[config.mk]
export PLATFORM = sky130hd
export DESIGN_NAME = bus_strobe_capture
export DESIGN_NICKNAME = d
export VERILOG_FILES = /design/src/rtl/bsc_pkg.sv /design/src/rtl/bsc_strobe_filter.sv /design/src/rtl/bsc_write_capture.sv /design/src/rtl/bsc_idle_timer.sv /design/src/rtl/bus_strobe_capture.sv
export SDC_FILE = /design/constraint.sdc
export NUM_CORES = 1
export LEC_CHECK = 0
export CAP_MARGIN = 20
export CORE_AREA = 2 2 73 109
export DETAILED_ROUTE_END_ITERATION = 6
export DIE_AREA = 0 0 75 111
export GPL_ROUTABILITY_DRIVEN = 0
export PLACE_DENSITY = 0.79
export SYNTH_ARGS = -nofsm -noshare
export SYNTH_HDL_FRONTEND = slang
export SYNTH_SLANG_ARGS = --single-unit
[constraint.sdc]
create_clock -name clk -period 1.4 [get_ports clk]
set_input_delay 0.14 -clock clk [delete_from_list [all_inputs] [get_ports clk]]
set_output_delay 0.14 -clock clk [all_outputs]
set_load 0.02 [all_outputs]
[src/rtl/bsc_pkg.sv]
package bsc_pkg;
    localparam int NSTB   = 3;
    localparam int STB_WE = 0;
    localparam int STB_OE = 1;
    localparam int STB_CE = 2;
    typedef logic [NSTB-1:0] strobe_t;
endpackage

[src/rtl/bsc_strobe_filter.sv]
module bsc_strobe_filter #(
    parameter int GLITCH_CYC = 3
) (
    input  logic clk,
    input  logic rst_n,
    input  logic raw_i,
    output logic sync_o,
    output logic filt_o
);
    localparam int CW = $clog2(GLITCH_CYC + 1);

    typedef struct packed {
        logic          s1;
        logic          s2;
        logic          filt;
        logic [CW-1:0] cnt;
    } flt_t;

    flt_t st_q, st_d;

    always_comb begin
        st_d    = st_q;
        st_d.s1 = raw_i;
        st_d.s2 = st_q.s1;
        if (st_q.s2 == st_q.filt) begin
            st_d.cnt = '0;
        end else if (st_q.cnt == CW'(GLITCH_CYC - 1)) begin
            st_d.filt = st_q.s2;
            st_d.cnt  = '0;
        end else begin
            st_d.cnt = st_q.cnt + 1'b1;
        end
    end

    always_ff @(posedge clk or negedge rst_n) begin
        if (!rst_n) begin
            st_q <= '{s1: 1'b1, s2: 1'b1, filt: 1'b1, cnt: '0};
        end else begin
            st_q <= st_d;
        end
    end

    assign sync_o = st_q.s2;
    assign filt_o = st_q.filt;
endmodule

[src/rtl/bsc_write_capture.sv]
module bsc_write_capture #(
    parameter int AW = 17,
    parameter int DW = 8
) (
    input  logic          clk,
    input  logic          rst_n,
    input  logic          ce_f,
    input  logic          oe_f,
    input  logic          we_f,
    input  logic [AW-1:0] addr_s,
    input  logic [DW-1:0] data_s,
    output logic          wr_valid,
    output logic [AW-1:0] wr_addr,
    output logic [DW-1:0] wr_data,
    output logic          rd_en
);
    typedef struct packed {
        logic          act_prev;
        logic          bad;
        logic          wr_valid;
        logic          rd_en;
        logic [AW-1:0] addr;
        logic [DW-1:0] data;
    } cap_t;

    cap_t st_q, st_d;
    logic act;

    always_comb begin
        act             = ~ce_f & ~we_f;
        st_d            = st_q;
        st_d.wr_valid   = 1'b0;
        st_d.act_prev   = act;
        if (act && !st_q.act_prev) begin
            st_d.addr = addr_s;
            st_d.bad  = ~oe_f;
        end else if (act) begin
            st_d.bad = st_q.bad | ~oe_f;
        end
        if (!act && st_q.act_prev) begin
            st_d.data     = data_s;
            st_d.wr_valid = ~st_q.bad & oe_f;
        end
        st_d.rd_en = ~ce_f & ~oe_f & we_f;
    end

    always_ff @(posedge clk or negedge rst_n) begin
        if (!rst_n) begin
            st_q <= '0;
        end else begin
            st_q <= st_d;
        end
    end

    assign wr_valid = st_q.wr_valid;
    assign wr_addr  = st_q.addr;
    assign wr_data  = st_q.data;
    assign rd_en    = st_q.rd_en;
endmodule

[src/rtl/bsc_idle_timer.sv]
module bsc_idle_timer #(
    parameter int IDLE_CYC = 12
) (
    input  logic clk,
    input  logic rst_n,
    input  logic activity,
    output logic standby
);
    localparam int CW = $clog2(IDLE_CYC + 1);

    typedef struct packed {
        logic [CW-1:0] cnt;
        logic          sby;
    } idl_t;

    idl_t st_q, st_d;

    always_comb begin
        st_d = st_q;
        if (activity) begin
            st_d.cnt = '0;
            st_d.sby = 1'b0;
        end else if (st_q.cnt == CW'(IDLE_CYC - 1)) begin
            st_d.sby = 1'b1;
        end else begin
            st_d.cnt = st_q.cnt + 1'b1;
        end
    end

    always_ff @(posedge clk or negedge rst_n) begin
        if (!rst_n) begin
            st_q <= '0;
        end else begin
            st_q <= st_d;
        end
    end

    assign standby = st_q.sby;
endmodule

[src/rtl/bus_strobe_capture.sv]
module bus_strobe_capture
    import bsc_pkg::*;
#(
    parameter int AW         = 17,
    parameter int DW         = 8,
    parameter int GLITCH_CYC = 3,
    parameter int IDLE_CYC   = 12
) (
    input  logic          clk,
    input  logic          rst_n,
    input  logic          ce_n,
    input  logic          oe_n,
    input  logic          we_n,
    input  logic [AW-1:0] addr,
    input  logic [DW-1:0] din,
    output logic          wr_valid,
    output logic [AW-1:0] wr_addr,
    output logic [DW-1:0] wr_data,
    output logic          rd_en,
    output logic          standby
);
    typedef struct packed {
        logic [AW-1:0] a1;
        logic [AW-1:0] a2;
        logic [DW-1:0] d1;
        logic [DW-1:0] d2;
    } pipe_t;

    strobe_t strb_raw, strb_sync, strb_filt;
    pipe_t   pp_q, pp_d;
    logic    activity;

    always_comb begin
        strb_raw         = '0;
        strb_raw[STB_CE] = ce_n;
        strb_raw[STB_OE] = oe_n;
        strb_raw[STB_WE] = we_n;
    end

    for (genvar i = 0; i < NSTB; i++) begin : g_strobe
        bsc_strobe_filter #(.GLITCH_CYC(GLITCH_CYC)) u_flt (
            .clk    (clk),
            .rst_n  (rst_n),
            .raw_i  (strb_raw[i]),
            .sync_o (strb_sync[i]),
            .filt_o (strb_filt[i])
        );
    end

    always_comb begin
        pp_d    = pp_q;
        pp_d.a1 = addr;
        pp_d.a2 = pp_q.a1;
        pp_d.d1 = din;
        pp_d.d2 = pp_q.d1;
    end

    always_ff @(posedge clk or negedge rst_n) begin
        if (!rst_n) begin
            pp_q <= '0;
        end else begin
            pp_q <= pp_d;
        end
    end

    assign activity = |(strb_sync ^ strb_filt);

    bsc_write_capture #(.AW(AW), .DW(DW)) u_cap (
        .clk      (clk),
        .rst_n    (rst_n),
        .ce_f     (strb_filt[STB_CE]),
        .oe_f     (strb_filt[STB_OE]),
        .we_f     (strb_filt[STB_WE]),
        .addr_s   (pp_q.a2),
        .data_s   (pp_q.d2),
        .wr_valid (wr_valid),
        .wr_addr  (wr_addr),
        .wr_data  (wr_data),
        .rd_en    (rd_en)
    );

    bsc_idle_timer #(.IDLE_CYC(IDLE_CYC)) u_idle (
        .clk      (clk),
        .rst_n    (rst_n),
        .activity (activity),
        .standby  (standby)
    );
endmodule

==> flow_summary.toml, run 1 <==
[sta]
slew_viol_final = 0
tns_ps = 0
maxSlewHeadroom_pct = 76.0
period_needed_ps = 1330
hold_viol = 0
fin_ws_ps = 71.1
timing.fmax_ghz = 0.752
fin_crit_sh_pct = 94.9
tightest_slew_ps = 358
hold_slack_ps = 201
clock_skew_ps = 8.48
rsz0062_at_grt = "no"
setup_violations = 0

[clock_tree]
clock_latency_ps = 340
cts_buffer_depth = 2
cts-buffers-inserted = 9
cts_tree = "built"
cts_root_buf = "clkbuf_16"
clk_pin_slew_ps = 60
h-tree-depth = 3
cts_sinks = 99

[detailed_routing]
ant_nets = 0
avgRoutedWirePerCell_microns = 13.4
wl_met2_microns = 2490
remaining_drc_errors = 0
highest_layer = "met4"
viasPerCell = 4.37
firstDrtPassIters = 4
wl_met3_microns = 162
wl_met1_microns = 1780
drt-total-wl_microns = 4570
via_count = 1490
drt-initial-drc-count = 67

[synthesis]
syn_nets = 220
syn_area_per_cell_sq_um = 17.5
synth_async_sr_flop_share_pct = 100
yosysWarnings = 0
ys.flop_type = "dfrtp_1"
syn_area_sq_um = 3300
synth_seq_cells = 99
synth_area_leaders = "dfrtp_1, dfstp_2, mux2_2"
synth_edf_count = 0
synth_top_area_cell = "dfrtp_1"
seq_area_frac_synth_pct = 75.4
synth_cell_types = 22
yosysTopAreaCellShare_pct = 68.2
syn_inst = 189

[power]
power_leakage_nw = 1.83
irDropWorstVdd_mv = 0.976
power.density_nw_per_um2 = 2120

[die]
initial_core_util_pct = 44.2
core.rowCount = 39
core_sq_um = 7470
die_w_microns = 75
die-area_sq_um = 8330
fp.dieH_microns = 111
io_pins = 58

[grt]
grt_overflow_total = 0
antenna_found_initial = 0
grtUsageTotal_pct = 13.2
grt_max_degree = 36
grt_pass1_vias = 1635
grt_pass1_wl_microns = 7820

[hold_path]
hold_end = "g_strobe[0].u_flt.st_d[3]"
holdCritStartpoint = "we_n"
holdPathStages = 1
min_path_type = "input pin to flip-flop"

[layout]
final_common_cell = "dfrtp_1"
nNetsFinal = 265
final_cells = 341
diodes = 0
final_cell_mix = "dfrtp_1, clkdlybuf4s50_1, dlygate4sd2_1, mux2_2"
area_growth_pct = 24.5
fin_area_sq_um = 4110
drive_gt1_share_pct = 24.3

[worst_setup_path]
path_class = "flip-flop to flip-flop"
reg2reg_depth = 3
startpoint_type = "flip-flop"
r2r-end = "u_cap.wr_addr[11]"
endpoint_kind = "flip-flop"
regToRegSetupSlack_ps = 70
reg2reg_from = "g_strobe[0].u_flt.filt_o"
crit_fanout = 17
arrival_ps = 1560
required_ps = 1630

[placed_design]
place_inst = 324
post-place-ws_ps = 32.3
place_hpwl_microns = 3140
placed_cell_area_sq_um = 3830
port_buffers = 57

[outcome]
status = "finished clean"

[job]
max_cap_violations = 0
==> critical path: stages, from the launching register on <==
cell and delay [ps]:
dfstp_2 420, nor3_4 250, buf_12 200, mux2_2 340
==> sequential cells by signal (all words and copies together), names as in the netlist <==
| name | flops |
|---|---|
| g_strobe.u_flt.sync_o | 3 |
| g_strobe.u_flt.filt_o | 3 |
| u_idle.standby | 1 |
| u_cap.rd_en | 1 |
| pp_d | 25 |
| u_cap.wr_valid | 1 |
| g_strobe.u_flt.st_q | 6 |
| pp_q | 25 |
| u_idle.st_q | 4 |
| u_cap.st_q | 2 |
| u_cap.wr_data | 8 |
| g_strobe.u_flt.st_d | 3 |
| u_cap.wr_addr | 17 |
==> cell usage after synthesis (2+ instances only) <==
cell	number
buf_6	2
nor3_1	3
xnor2_1	4
nor2b_1	3
dfrtp_1	90
nor2_1	6
nor3b_1	5
mux2_2	19
buf_4	25
mux2_4	9
mux2i_1	2
dfstp_2	9
inv_1	2
nand3_1	2
==> how the worst max path moves through the flow <==
| stage | depth (start not counted) | to | startpoint |
|---|---|---|---|
| 2_1_floorplan | 4 | u_cap.wr_addr[0] | g_strobe[0].u_flt.filt_o |
| 3_3_place_gp | 2 | u_cap.wr_data[4] | g_strobe[0].u_flt.filt_o |
| 3_5_place_dp | 2 | u_cap.wr_data[6] | g_strobe[0].u_flt.filt_o |
| 4_1_cts | 2 | u_cap.wr_data[3] | g_strobe[0].u_flt.filt_o |
| 5_1_grt | 3 | u_cap.wr_addr[11] | g_strobe[0].u_flt.filt_o |
| 6_report | 3 | u_cap.wr_addr[11] | g_strobe[0].u_flt.filt_o |
==> layer usage <==
| layer | vias to the layer above | GRT usage, % |
|---|---|---|
| met4 | 0 | 8.57 |
| met1 | 763 | 16.0 |
| met2 | 30 | 19.7 |
| li1 | 689 | - |
| met3 | 8 | 4.36 |
| met5 | - | 0 |
==> through the flow <==
| step | power [mW] | utilization, % |
|---|---|---|
| 3_3_place_gp | 6.64 | 51.4 |
| 3_5_place_dp | 6.74 | 51.4 |
| 4_1_cts | 8.84 | 54.9 |
| 2_1_floorplan | 6.13 | - |
| 6_report | 8.72 | 55.1 |
| 5_1_grt | 9.21 | 55.1 |
==> timing repair <==
action / CTS / global route
endpoints found under the hold margin: 80 / 0
endpoints found under the setup margin: 28 / 11
buffers inserted: 0 / 0
resized for setup: 28 / 2
hold buffers: 1 / 0
==> layout make-up <==
cell class / count / area, sq um
fill: 602 / 3360
clock inverter: 4 / 51.3
clock buffer: 12 / 236
tap: 102 / 128
timing repair buffer: 62 / 611
sequential: 99 / 2490
inverter: 2 / 7.51
multi-input combinational: 60 / 588
==> power breakdown <==
part	internal (mW)	total [mW]	leakage, nW	switching, mW
registers	3.55	3.96	1.17	0.415
clock network	1.38	2.34	0.137	0.953
logic	1.27	2.42	0.526	1.15
total	6.20	8.72	1.83	2.52
==> cell families (layout without fill, tap and decap cells) <==
logic type / after synthesis / in the layout / share of synthesized area [%]
adders and majority gates: 1 / 1 / 0.379
muxes: 30 / 30 / 11.2
AOI/OAI and AO/OA: 3 / 3 / 0.682
DFF: 99 / 99 / 75.4
and+or+nand+nor: 21 / 21 / 3.87
buffers and inverters: 30 / 80 / 7.20
xor gates and xnor gates: 5 / 5 / 1.33
Power figures use the tool's default switching activity.
==> run 2: changes to the inputs <==
--- a/config.mk
+++ b/config.mk
@@ -6,11 +6,12 @@
 export NUM_CORES = 1
 export LEC_CHECK = 0
 export CAP_MARGIN = 20
-export CORE_AREA = 2 2 73 109
+export CORE_AREA = 2 2 73 110
 export DETAILED_ROUTE_END_ITERATION = 6
-export DIE_AREA = 0 0 75 111
+export DIE_AREA = 0 0 75 112
 export GPL_ROUTABILITY_DRIVEN = 0
 export PLACE_DENSITY = 0.79
 export SYNTH_ARGS = -nofsm -noshare
 export SYNTH_HDL_FRONTEND = slang
+export SYNTH_HIERARCHICAL = 1
 export SYNTH_SLANG_ARGS = --single-unit
==> run 2 against run 1 <==
Effect of this change:
- area after synthesis increased by 1.1%
- non-clock buffer count increased by 9
- sequential cell count unchanged
- cell count increased by 4.1%
==> flow_summary.toml, run 2 <==
[sta]
fin_crit_sh_pct = 98.3
fin_ws_ps = 23.2
hold_viol = 0
maxSlewHeadroom_pct = 75.4
rsz0062_at_grt = "yes"
timing.fmax_ghz = 0.726
setup_violations = 0
tns_ps = 0
tightest_slew_ps = 368
period_needed_ps = 1380
slew_viol_final = 0
clock_skew_ps = 5.37

[grt]
grt_pass1_vias = 1662
antenna_found_initial = 0
grt_overflow_total = 0
grtUsageTotal_pct = 13.1
grt_pass1_wl_microns = 7940
grt_max_degree = 41

[detailed_routing]
via_count = 1551
firstDrtPassIters = 3
ant_nets = 0
viasPerCell = 4.37
avgRoutedWirePerCell_microns = 14.1
drt-initial-drc-count = 70
drt-total-wl_microns = 5000
remaining_drc_errors = 0

[hold_path]
hold_end = "g_strobe[0].u_flt/st_d[3]"
holdPathStages = 1
holdCritStartpoint = "we_n"
min_path_type = "input pin to flip-flop"

[power]
power_leakage_nw = 1.91
power.density_nw_per_um2 = 2130
irDropWorstVdd_mv = 1.06

[clock_tree]
h-tree-depth = 3
cts_buffer_depth = 2
clk_pin_slew_ps = 60
cts_tree = "built"
cts_sinks = 99
cts_root_buf = "clkbuf_16"
cts-buffers-inserted = 9
clock_latency_ps = 340

[synthesis]
synth_cell_types = 25
synth_seq_cells = 99
yosysWarnings = 6
synth_top_area_cell = "dfrtp_1"
yosysTopAreaCellShare_pct = 67.5
syn_inst = 192
ys.flop_type = "dfrtp_1"
synth_async_sr_flop_share_pct = 100
syn_nets = 223
seq_area_frac_synth_pct = 74.6
yosys-top-cells-count = "dfrtp_1, mux2_2, buf_4, dfstp_2, xnor2_1"
syn_area_per_cell_sq_um = 17.4
synth_edf_count = 0
yosysMostFrequentCell = "dfrtp_1"
synth_area_leaders = "dfrtp_1, mux2_2, dfstp_2"
syn_area_sq_um = 3340

[worst_setup_path]
arrival_ps = 1600
regToRegSetupSlack_ps = 20
path_class = "flip-flop to flip-flop"
crit_fanout = 8
r2r-end = "u_cap/wr_addr[1]"
reg2reg_from = "g_strobe[0].u_flt/filt_o"
required_ps = 1620
endpoint_kind = "flip-flop"
reg2reg_depth = 4
startpoint_type = "flip-flop"

[layout]
diodes = 0
final_common_cell = "dfrtp_1"
final_cell_mix = "dfrtp_1, clkdlybuf4s50_1, dlygate4sd2_1, mux2_2, clkbuf_16"
multi_input_area_sq_um = 678
nNetsFinal = 279
drive_gt1_share_pct = 30.8
n_fill_cell = 569
seqCellArea_sq_um = 2490
area_growth_pct = 29.0

[placed_design]
place_hpwl_microns = 3130
post-place-ws_ps = -23.8
port_buffers = 57

[die]
die_w_microns = 75
die-area_sq_um = 8400
io_pins = 58
fp.dieH_microns = 112
core_sq_um = 7470
core.rowCount = 39
initial_core_util_pct = 44.7

[job]
max_cap_violations = 0

[outcome]
status = "finished clean"
-- run 2: changes by cell type in the layout (fill, tap and decap cells not counted), sizes merged, moves of 2 or more --
cell / delta
buf: +7
clkbuf: +3
nor2: -3
mux2: +2
nand2b: +2
nor2b: +2
xnor2: +2
-- run 2: where the power goes --
| part | internal, mW | total (mW) | switching [mW] | leakage, nW |
|---|---|---|---|---|
| clock network | 1.35 | 2.33 | 0.984 | 0.142 |
| logic | 1.58 | 2.89 | 1.31 | 0.599 |
| registers | 3.55 | 3.95 | 0.401 | 1.17 |
-- run 2: stage by stage --
step | total power [mW] | hold WS [ps] | utilization, % | instances | instance area, sq um
finish | 9.17 | 203 | 57.7 | 355 | 4310
floorplan | 6.07 | -156 | - | 192 | 3340
CTS | 8.88 | 188 | 55.9 | 346 | 4170
detailed placement | 6.80 | 84.5 | 52.2 | 329 | 3900
global route | 9.65 | 202 | 57.7 | 355 | 4310
global placement | 6.71 | 81.7 | 52.2 | 329 | 3900
-- run 2: worst max-delay path, cell delays in order, from the launching register on --
cell and delay, ps:
dfstp_2 420, nor3_4 220, buf_6 140, clkbuf_16 150, mux2_2 330
-- run 2: how the worst max path moves through the flow --
| stage | from | depth (start not counted) | end |
|---|---|---|---|
| floorplan | u_cap/st_q[28] | 3 | u_cap/wr_addr[10] |
| global placement | g_strobe[0].u_flt/filt_o | 2 | u_cap/wr_data[6] |
| detailed placement | g_strobe[0].u_flt/filt_o | 4 | u_idle/st_q[2] |
| CTS | g_strobe[0].u_flt/filt_o | 2 | u_cap/wr_data[6] |
| global route | g_strobe[2].u_flt/filt_o | 4 | u_idle/st_q[2] |
| finish | g_strobe[0].u_flt/filt_o | 4 | u_cap/wr_addr[1] |
-- run 2: final cells by class --
| type | count | share of cell area, % |
|---|---|---|
| Clock inverter | 3 | 0.494 |
| Multi-Input combinational cell | 66 | 15.7 |
| Inverter | 1 | 0.0872 |
| Sequential cell | 99 | 57.8 |
| Timing Repair Buffer | 71 | 16.6 |
| Clock buffer | 13 | 6.28 |
| Tap cell | 102 | 2.96 |
-- run 2: logic make-up (layout without fill, tap and decap cells) --
| family | Yosys count | after routing | share of synthesized area, % |
|---|---|---|---|
| AO/OA/AOI/OAI | 4 | 4 | 0.974 |
| XOR/XNOR | 6 | 6 | 1.57 |
| adder cells (fa/ha/maj) | 1 | 1 | 0.375 |
| flip-flops | 99 | 99 | 74.6 |
| buffers and inverters | 27 | 88 | 6.18 |
| AND/OR/NAND/NOR | 24 | 24 | 5.47 |
| multiplexers | 31 | 31 | 10.9 |
-- run 2: per-layer routing --
| layer | vias to the layer above | track usage (%) | part of all wire [%] |
|---|---|---|---|
| met4 | 0 | 8.81 | 3.3 |
| met1 | 788 | 16.0 | 39 |
| met2 | 30 | 19.8 | 54 |
| met5 | - | 0 | 0 |
| li1 | 722 | - | - |
| met3 | 11 | 3.80 | 3.6 |
-- run 2: timing repair --
action,in CTS,in global routing
hold buffers,1,0
cloned,0,2
gates resized for setup,29,5
hold endpoints to repair,18,0
buffers inserted,0,7
pin swaps,0,3
setup endpoints to repair,31,18
==> run 3: changes to the inputs <==
--- a/config.mk
+++ b/config.mk
@@ -5,10 +5,10 @@
 export SDC_FILE = /design/constraint.sdc
 export NUM_CORES = 1
 export LEC_CHECK = 0
-export CAP_MARGIN = 20
-export CORE_AREA = 2 2 73 110
+export CAP_MARGIN = 30
+export CORE_AREA = 5 5 76 113
 export DETAILED_ROUTE_END_ITERATION = 6
-export DIE_AREA = 0 0 75 112
+export DIE_AREA = 0 0 81 118
 export GPL_ROUTABILITY_DRIVEN = 0
 export PLACE_DENSITY = 0.79
 export SYNTH_ARGS = -nofsm -noshare
==> run 3 against run 2 <==
Effect of this change:
- worst setup slack better by 23 ps
- via count up 0.84%
- global-route usage down 1.8 points
- combinational power is 10% lower
- clock skew grew 3.2 ps
- count of clock-buffer cells in the layout decreased by 3
- critical path type unchanged
- highest routed layer unchanged
==> flow_summary.toml, run 3 (synthesized netlist as in run 2, its figures left out) <==
[sta]
setup_violations = 0
timing.fmax_ghz = 0.739
maxSlewHeadroom_pct = 67.3
rsz0062_at_grt = "yes"
hold_viol = 0
period_needed_ps = 1350
fin_crit_sh_pct = 96.7
tightest_slew_ps = 491
hold_slack_ps = 203
clock_skew_ps = 8.57
tns_ps = 0
slew_viol_final = 0

[layout]
nNetsFinal = 271
n_fill_cell = 639
final_cell_mix = "dfrtp_1, clkdlybuf4s50_1, dlygate4sd2_1, mux2_2"
final_common_cell = "dfrtp_1"
area_growth_pct = 25.6
diodes = 0
drive_gt1_share_pct = 28.2

[clock_tree]
h-tree-depth = 3
cts_tree = "built"
cts_buffer_depth = 2
clock_latency_ps = 340
cts_root_buf = "clkbuf_16"
cts-buffers-inserted = 9
cts_sinks = 99
clk_pin_slew_ps = 60

[die]
io_pins = 58
initial_core_util_pct = 44.4
core_sq_um = 7510
die_w_microns = 81
fp.dieH_microns = 118
die-area_sq_um = 9560
core.rowCount = 39

[detailed_routing]
ant_nets = 0
drt-initial-drc-count = 68
avgRoutedWirePerCell_microns = 13.7
drt-total-wl_microns = 4750
via_count = 1564
viasPerCell = 4.51
firstDrtPassIters = 3
remaining_drc_errors = 0

[grt]
use_met3_pct = 3.91
grt_overflow_total = 0
grt_pass1_wl_microns = 7950
grt_pass1_vias = 1687
grt_use_met2_pct = 18.1
busiest_layer = "met2"
grt_max_degree = 100
antenna_found_initial = 0
grtUsageTotal_pct = 11.4
met1_usage_pct = 12.3

[worst_setup_path]
crit_fanout = 8
endpoint_kind = "flip-flop"
regToRegSetupSlack_ps = 50
startpoint_type = "flip-flop"
path_class = "flip-flop to flip-flop"
required_ps = 1660
arrival_ps = 1620

[power]
power_leakage_nw = 1.85
irDropWorstVdd_mv = 0.876
power.density_nw_per_um2 = 2120

[placed_design]
port_buffers = 57
place_hpwl_microns = 3150

[outcome]
status = "finished clean"

[job]
max_cap_violations = 0

[hold_path]
min_path_type = "input pin to flip-flop"
## run 3: critical path, cell delays in order (launching register included)
cell	delay [ps]
dfstp_2	650
xnor2_1	170
nand3_2	160
nand2b_1	180
mux2i_1	120
## run 3: worst paths after layout
check	startpoint	end	depth (start not counted)
setup / recovery	g_strobe[2].u_flt/filt_o	u_idle/st_q[2]	4
hold / removal	oe_n	g_strobe[1].u_flt/st_d[3]	1
setup reg to reg	g_strobe[2].u_flt/filt_o	u_idle/st_q[2]	4
hold reg to reg	pp_d[31]	pp_q[31]	0
max in group asynchronous	rst_n	g_strobe[1].u_flt/filt_o	3
min in group asynchronous	rst_n	u_cap/wr_data[6]	3
## run 3: through the flow
stage / utilization (%) / worst slack (ps) / area (sq um) / instances / power [mW]
6_report: 55.8 / 46.1 / 4190 / 347 / 8.91
3_3_place_gp: 51.7 / 40.4 / 3890 / 329 / 6.71
5_1_grt: 55.8 / -39.6 / 4190 / 347 / 9.38
4_1_cts: 55.3 / 0.334 / 4150 / 346 / 8.93
2_1_floorplan: - / 2.09 / 3340 / 192 / 6.07
3_5_place_dp: 51.7 / 5.75 / 3890 / 329 / 6.83
## run 3: final cells by class
type                       count  area, sq um  area share, %
multi-input combinational     66          663           15.8
inverter                       1         3.75         0.0895
tap                          102          128           3.04
sequential                    99         2490           59.3
timing repair buffer          63          618           14.7
clock inverter                 6         63.8           1.52
clock buffer                  10          229           5.46
## run 3: report_power, final
group          switching [mW]  total, mW  internal, mW
Combinational            1.22       2.59          1.36
Clock                   0.991       2.37          1.38
Sequential              0.403       3.95          3.55
## run 3: per-layer routing
metal	vias up	wire length, microns	share of wire [%]
met2	33	2510	53
li1	709	-	-
met4	0	152	3.2
met3	12	245	5.2
met5	-	0	0
met1	810	1840	39
## run 3: repair_timing
item,4_1_cts,5_1_grt
pin swaps,0,1
endpoints found under the hold margin,90,0
resized for setup,28,3
hold buffers,1,0
setup buffers,0,1
endpoints found under the setup margin,28,12
